### config.mk
export PLATFORM = sky130hd
export DESIGN_NAME = lru_age_unit
export DESIGN_NICKNAME = d
export VERILOG_FILES = /design/src/rtl/lru_pkg.sv /design/src/rtl/lru_victim_pick.sv /design/src/rtl/lru_age_next.sv /design/src/rtl/lru_age_unit.sv
export SDC_FILE = /design/constraint.sdc
export NUM_CORES = 1
export LEC_CHECK = 0
export CORE_MARGIN = 4
export CORE_UTILIZATION = 40
export DETAILED_ROUTE_END_ITERATION = 7
export HOLD_SLACK_MARGIN = 0.1
export PLACE_DENSITY_LB_ADDON = 0.12
export SLEW_MARGIN = 30
export SYNTH_ARGS = -nofsm -noshare
export SYNTH_HDL_FRONTEND = slang
export SYNTH_HIERARCHICAL = 1
export SYNTH_SLANG_ARGS = --single-unit
### constraint.sdc
create_clock -name clk -period 5.4 [get_ports clk]
set_input_delay 1.08 -clock clk [delete_from_list [all_inputs] [get_ports clk]]
set_output_delay 1.08 -clock clk [all_outputs]
set_load 0.005 [all_outputs]
### src/rtl/lru_pkg.sv
package lru_pkg;
  typedef enum logic [1:0] {
    OP_IDLE  = 2'd0,
    OP_HIT   = 2'd1,
    OP_FILL  = 2'd2,
    OP_CLEAR = 2'd3
  } lru_op_e;
endpackage

### src/rtl/lru_victim_pick.sv
module lru_victim_pick #(
  parameter int WAYS = 4,
  parameter int AW   = $clog2(WAYS)
) (
  input  logic [WAYS-1:0]    valid,
  input  logic [WAYS*AW-1:0] ages,
  output logic [AW-1:0]      victim,
  output logic               full
);
  localparam logic [AW-1:0] OLDEST = AW'(WAYS - 1);

  always_comb begin
    logic found;
    found  = 1'b0;
    victim = '0;
    full   = &valid;
    for (int i = 0; i < WAYS; i++) begin
      if (!valid[i] && !found) begin
        victim = AW'(i);
        found  = 1'b1;
      end
    end
    if (full) begin
      for (int i = 0; i < WAYS; i++) begin
        if (ages[i*AW +: AW] == OLDEST) victim = AW'(i);
      end
    end
  end
endmodule

### src/rtl/lru_age_next.sv
module lru_age_next
  import lru_pkg::*;
#(
  parameter int WAYS = 4,
  parameter int AW   = $clog2(WAYS)
) (
  input  lru_op_e            op,
  input  logic [WAYS-1:0]    valid,
  input  logic [WAYS*AW-1:0] ages,
  input  logic [AW-1:0]      hit_way,
  input  logic [AW-1:0]      fill_way,
  output logic [WAYS-1:0]    valid_nxt,
  output logic [WAYS*AW-1:0] ages_nxt
);
  always_comb begin
    logic [AW-1:0] ref_age;
    valid_nxt = valid;
    ages_nxt  = ages;
    ref_age   = ages[hit_way*AW +: AW];
    case (op)
      OP_HIT: begin
        if (valid[hit_way]) begin
          for (int i = 0; i < WAYS; i++) begin
            if (AW'(i) == hit_way)
              ages_nxt[i*AW +: AW] = '0;
            else if (valid[i] && ages[i*AW +: AW] < ref_age)
              ages_nxt[i*AW +: AW] = ages[i*AW +: AW] + 1'b1;
          end
        end
      end
      OP_FILL: begin
        for (int i = 0; i < WAYS; i++) begin
          if (AW'(i) == fill_way) begin
            valid_nxt[i]         = 1'b1;
            ages_nxt[i*AW +: AW] = '0;
          end else if (valid[i]) begin
            ages_nxt[i*AW +: AW] = ages[i*AW +: AW] + 1'b1;
          end
        end
      end
      default: ;
    endcase
  end
endmodule

### src/rtl/lru_age_unit.sv
module lru_age_unit
  import lru_pkg::*;
#(
  parameter int SETS = 8,
  parameter int WAYS = 4,
  parameter int AW   = $clog2(WAYS),
  parameter int IW   = (SETS > 1) ? $clog2(SETS) : 1
) (
  input  logic          clk,
  input  logic          rst,
  input  logic          clear_all,
  input  logic [IW-1:0] set_idx,
  input  logic          hit_en,
  input  logic [AW-1:0] hit_way,
  input  logic          fill_en,
  output logic [AW-1:0] victim_way,
  output logic          set_full,
  output logic          conflict_err
);
  logic [WAYS-1:0]    valid_r [SETS];
  logic [WAYS*AW-1:0] ages_r  [SETS];

  logic [WAYS-1:0]    cur_valid;
  logic [WAYS*AW-1:0] cur_ages;
  logic [WAYS-1:0]    nxt_valid;
  logic [WAYS*AW-1:0] nxt_ages;
  logic [AW-1:0]      pick_way;
  logic               pick_full;
  lru_op_e            op;

  assign cur_valid = valid_r[set_idx];
  assign cur_ages  = ages_r[set_idx];

  always_comb begin
    if (clear_all)    op = OP_CLEAR;
    else if (fill_en) op = OP_FILL;
    else if (hit_en)  op = OP_HIT;
    else              op = OP_IDLE;
  end

  lru_victim_pick #(.WAYS(WAYS), .AW(AW)) u_pick (
    .valid  (cur_valid),
    .ages   (cur_ages),
    .victim (pick_way),
    .full   (pick_full)
  );

  lru_age_next #(.WAYS(WAYS), .AW(AW)) u_next (
    .op        (op),
    .valid     (cur_valid),
    .ages      (cur_ages),
    .hit_way   (hit_way),
    .fill_way  (pick_way),
    .valid_nxt (nxt_valid),
    .ages_nxt  (nxt_ages)
  );

  for (genvar s = 0; s < SETS; s++) begin : g_set
    always_ff @(posedge clk) begin
      if (rst || op == OP_CLEAR) begin
        valid_r[s] <= '0;
        ages_r[s]  <= '0;
      end else if (op != OP_IDLE && set_idx == IW'(s)) begin
        valid_r[s] <= nxt_valid;
        ages_r[s]  <= nxt_ages;
      end
    end
  end

  always_ff @(posedge clk) begin
    if (rst || clear_all) begin
      victim_way   <= '0;
      set_full     <= 1'b0;
      conflict_err <= 1'b0;
    end else begin
      victim_way   <= pick_way;
      set_full     <= pick_full;
      conflict_err <= hit_en && fill_en;
    end
  end
endmodule

== Word-level counts from Yosys, hierarchy flattened ==
Memories as Yosys holds them, arrays and structs flattened.
Index checks and enable logic that the tools add are counted.
Widths: inputs -> output; s select.

* Bits of input ports: 10
* Memory bits (writable): 96
* Memories kept: 2
* Bits in registers: 4
* Output and inout bits: 4
* Logic and storage cells: 160

{| class="wikitable"
|+ Memories
! name !! words !! bits a word !! read ports !! clocked after Yosys merged registers in !! write ports !! line !! RTL
|-
| ages_r || 8 || 8 || 1 || 0 || 8 || lru_age_unit.sv:21 || <nowiki>logic [WAYS*AW-1:0] ages_r [SETS];</nowiki>
|-
| valid_r || 8 || 4 || 1 || 0 || 8 || lru_age_unit.sv:20 || <nowiki>logic [WAYS-1:0] valid_r [SETS];</nowiki>
|}

* Mux-type cells: 81
* $lt $le $gt $ge: 5
* Shift operators: 1
* Add/subtract/negate cells: 4
* Equality and inequality tests: 20
* Reductions and logical operators: 28
* Bitwise gates (word level): 16

{| class="wikitable"
|+ Operators by type and width
! operator !! number
|-
| $mux 8 || 9
|-
| $mux 2 || 25
|-
| $mux 1 || 36
|-
| $mux 4 || 9
|-
| $logic_and 1x1->1 || 16
|-
| $or 1x1->1 || 16
|-
| $pmux 8 s2 || 1
|-
| $eq 2x2->1 const B || 6
|-
| $eq 3x3->1 const B || 4
|-
| $add 2x1->2 const B || 4
|-
| $eq 2x2->1 const A || 4
|-
| $lt 2x2->1 || 4
|-
| $shiftx 8x4->2 || 1
|-
| $eq 3x2->1 const B || 2
|-
| $logic_not 1->1 || 5
|-
| $eq 1x2->1 const A || 2
|-
| $logic_not 2->1 || 2
|-
| $reduce_and 4->1 || 1
|-
| $eq 3x1->1 const B || 1
|-
| $logic_not 3->1 || 1
|-
| $lt 2x3->1 const B || 1
|-
| $bmux 1 s2 || 1
|-
| $eq 2x1->1 const B || 1
|-
| $logic_or 1x1->1 || 2
|-
| $reduce_bool 2->1 || 1
|}

== Logic depth before layout (Yosys ltp) ==
An unclocked memory read counts as a cell.

* Depth in word-level cells: 19
* Depth in mapped cells: 15
* Depth with buffers taken out: 11

== By module ==
Netlist, hierarchy kept.

{| class="wikitable"
|+ Modules (own cells, without submodules)
! module !! area each (um^2) !! sequential area each (um^2) !! cells an instance !! instances
|-
| lru_age_unit || 4792.1 || 2962.8 || 329 || 1
|-
| lru_age_next || 900.9 || 0.0 || 126 || 1
|-
| lru_victim_pick || 65.1 || 0.0 || 10 || 1
|}

== Worst setup path after synthesis ==
No wires, ideal clock.

* Path kind: input -> register
* From: input set_idx[1]
* To: memory ages_r[2][1] (netlist name) (data pin)
* Required time: 5.145 ns
* Setup time: 0.255 ns
* Stages: 14
* Arrival time: 4.038 ns
* Setup slack: 1.107 ns
* Cell sequence: buf_6 > buf_6 > buf_8 > buf_8 > mux2i_1 > a221oi_1 > mux4_2 > inv_1 > ha_1 > nand4bb_1 > a211oi_1 > mux2i_1 > o21ai_0 > and2_1

{| class="wikitable"
|+ RTL lines
! element !! line !! RTL
|-
| start, declared || lru_age_unit.sv:12 || <nowiki>input logic [IW-1:0] set_idx,</nowiki>
|-
| end, declared || lru_age_unit.sv:21 ||
|}

==> impl_metrics.tcl <==
set metrics [dict create \
    die_w_um 128 \
    cp-start-kind "input port" \
    drc 0 \
    clock_path_buffers 2 \
    wl_met1_mm 6.72 \
    leakage_uw 0.00239 \
    powerDensity_mw_per_mm2 286 \
    synth_ff_type "edfxtp_1" \
    clock_latency_ns 0.35 \
    slew_violations 0 \
    grt.overflow.total 0 \
    regArea_mm2 0.00296 \
    syn_area_mm2 0.00576 \
    rr_worst_depth 10 \
    layout_common_cells "and2_1, edfxtp_1, buf_4, nand2_1, mux2i_1" \
    grt_use_total_pct 18.7 \
    num-fill-cells 1289 \
    maxSlewHeadroom_pct 36.9 \
    viasPerCell 5.74 \
    cts-root-buf "clkbuf_16" \
    cts.repair.resized 0 \
    crit_required_ns 5.61 \
    rsz0062_at_grt "false" \
    cts-buffers-inserted 9 \
    path_buf_inv 2 \
    path_max_fanout 8 \
    first_pass_iters 4 \
    grt_max_degree 22 \
    drive_gt1_share_pct 18.9 \
    min_to "set_full" \
    nets 504 \
    ios 14 \
    synth_edf_count 96 \
    maxCapViolCount 0 \
    finalHoldViolCount 0 \
    port-buffer-count 13 \
    initial_core_util_pct 41.2 \
    fin_crit_sh_pct 89.8 \
    routedWlPerCell_um 22.2 \
    status "completed" \
    diodes 0 \
    irDropWorstVdd_v 0.000141 \
    postRouteWirelength_mm 15.0 \
    ys_types 65 \
    dpl.hpwl_mm 10.1 \
    synth.avg_cell_area_um2 12.4 \
    total_power_uw 1830 \
    num_vias 3862 \
    ant_nets 0 \
    met3_length_um 806 \
    slowest_stage "clkdlybuf4s50_1" \
    rrSetupSlack_ns 1.70 \
    final_common_cell "and2_1" \
    drtIter0Drc 335 \
    routabilityCongestion 0.809 \
    hp-start "valid_r[6][2]" \
    multi_input_area_mm2 0.00252 \
    synth_cells 465 \
    min_path_cells 6 \
    arrival_ns 5.06 \
    critical_path.endpoint_type "flop" \
    synth_warnings 6 \
    hold_path.class "flop to flop" \
    async_flop_share_pct 0 \
    cts_hold_buf 0 \
    cp_cell_sequence "clkdlybuf4s50_1 > mux4_2 > nand2_1 > nand2_1 > mux4_2 > inv_1 > ha_1 > nand4bb_1 > a211oi_1 > mux2i_1 > o21ai_0 > and2_1" \
    finalCriticalPeriod_ns 4.85 \
    rows 43 \
    ys_seq_elements 100 \
    worstSetupPathType "input port to flop" \
    max_stage_delay_ns 0.72 \
    clkSinkCount 100 \
    timing.setup.tns_ns 0 \
    grt_first_pass_wirelength_mm 22.8 \
    fmax_ghz 0.206 \
    core_area_mm2 0.0140 \
    die-area_mm2 0.0164 \
    ys_seq_area_share_pct 51.5 \
    first_global_vias 3810 \
    highest_layer "met4" \
    clock_skew_ns 0.00982 \
    wl_met2_mm 7.12 \
    r2r-end "ages_r[2][1]" \
    tightestPinTransition_ns 0.940 \
    path_delay_family "multiplexers" \
    areaGrowthSynthToFinish_pct 11.1 \
    fp.dieH_um 128 \
    cts.reportedPaths.clkPinSlew_ns 0.07 \
    finalSetupViolCount 0 \
    post_cts_buffers 0 \
    final_util_pct 45.7 \
    synth_fp_nets 481 \
    cts_tree "built" \
    htree_levels 3 \
    antenna_found_initial 1 \
    r2r_start "ages_r[7][1]" \
]
[worst max-delay path by stage]
stage / from / end / slack (ns) / cells past startpoint
2_1_floorplan: set_idx[1] / ages_r[2][1] / 1.11 / 14
3_3_place_gp: set_idx[0] / ages_r[0][1] / 0.26 / 12
3_5_place_dp: set_idx[0] / ages_r[2][1] / 0.21 / 13
4_1_cts: set_idx[0] / ages_r[2][1] / 0.58 / 13
5_1_grt: set_idx[0] / ages_r[6][5] / 0.25 / 13
6_report: set_idx[0] / ages_r[2][1] / 0.55 / 12
[routing by layer]
| metal | GRT usage (%) | vias to the layer above |
|---|---|---|
| met5 | 0 | - |
| met4 | 5.49 | 0 |
| met3 | 3.42 | 22 |
| met2 | 30.5 | 128 |
| met1 | 25.6 | 1922 |
| li1 | - | 1790 |
[flip-flops by register name, indices dropped and copies added, names as in the netlist]
| name | cells |
|---|---|
| ages_r | 64 |
| victim_way | 2 |
| set_full | 1 |
| conflict_err | 1 |
| valid_r | 32 |
[tightest hold or removal path, delay by kind of cell, from the launching register on]
kind / cells / cell delay [ns]
AND/OR/NAND/NOR: 3 / 0.23
flip-flops: 1 / 0.37
AO/OA/AOI/OAI: 2 / 0.21
buffers and inverters: 1 / 0.19
[per-stage QoR]
stage / area [µm²] / hold slack, ns / std cells / setup slack, ns
3_5_place_dp: 6110 / 1.04 / 657 / 0.214
5_1_grt: 6400 / 1.09 / 673 / 0.251
3_3_place_gp: 6110 / 1.05 / 657 / 0.257
6_report: 6400 / 1.04 / 673 / 0.549
2_1_floorplan: 5760 / 0.914 / 465 / 1.11
4_1_cts: 6390 / 1.04 / 673 / 0.576
[cells in the mapped netlist (all sizes together), types with 2 or more instances]
library cell / instances / area, µm²
and2: 102 / 638
edfxtp: 96 / 2880
buf: 25 / 204
nand2: 20 / 77.6
o21ai: 18 / 90.1
mux2: 17 / 195
mux2i: 17 / 170
inv: 13 / 48.8
nor2: 10 / 45.0
nor4: 10 / 183
mux4: 9 / 203
nand3: 9 / 50.1
clkbuf: 8 / 40.0
o22ai: 8 / 50.1
o31ai: 7 / 52.6
a221oi: 6 / 52.6
ha: 6 / 75.1
nor2b: 6 / 37.5
nand2b: 5 / 31.3
nand3b: 5 / 37.5
o211ai: 5 / 37.5
a211oi: 4 / 30.0
dfxtp: 4 / 80.1
nor3: 4 / 20.0
o21bai: 4 / 30.0
o2bb2ai: 4 / 35.0
or2: 4 / 25.0
a2111oi: 3 / 27.5
a21oi: 3 / 15.0
a32oi: 3 / 26.3
a41oi: 3 / 33.8
or3: 3 / 18.8
or3b: 3 / 26.3
a31oi: 2 / 12.5
nand4bb: 2 / 22.5
nor3b: 2 / 15.0
nor4bb: 2 / 20.0
o2111a: 2 / 22.5
o211a: 2 / 20.0
[kinds of logic after synthesis]
group                    count (synthesis)  synth area share [%]
AO/OA/AOI/OAI                           78                  9.97
adder cells (fa/ha/maj)                  6                  1.30
buffers and inverters                   46                  5.08
flip-flops                             100                  51.5
multiplexers                            43                  9.87
AND/OR/NAND/NOR                        192                  22.3
[final cells by class]
| cell class | count | share of cell area [%] |
|---|---|---|
| timing repair buffer | 45 | 5.71 |
| sequential | 100 | 46.3 |
| multi-input combinational | 319 | 39.4 |
| clock inverter | 7 | 0.802 |
| inverter | 13 | 0.763 |
| tap | 180 | 3.52 |
| clock buffer | 9 | 3.52 |
[where the power goes]
| group | switching [µW] | internal [µW] | total, µW |
|---|---|---|---|
| Sequential | 9.73 | 886 | 896 |
| Combinational | 204 | 119 | 323 |
| Clock | 296 | 315 | 611 |
Note: power is estimated with default switching activity, not from simulation.
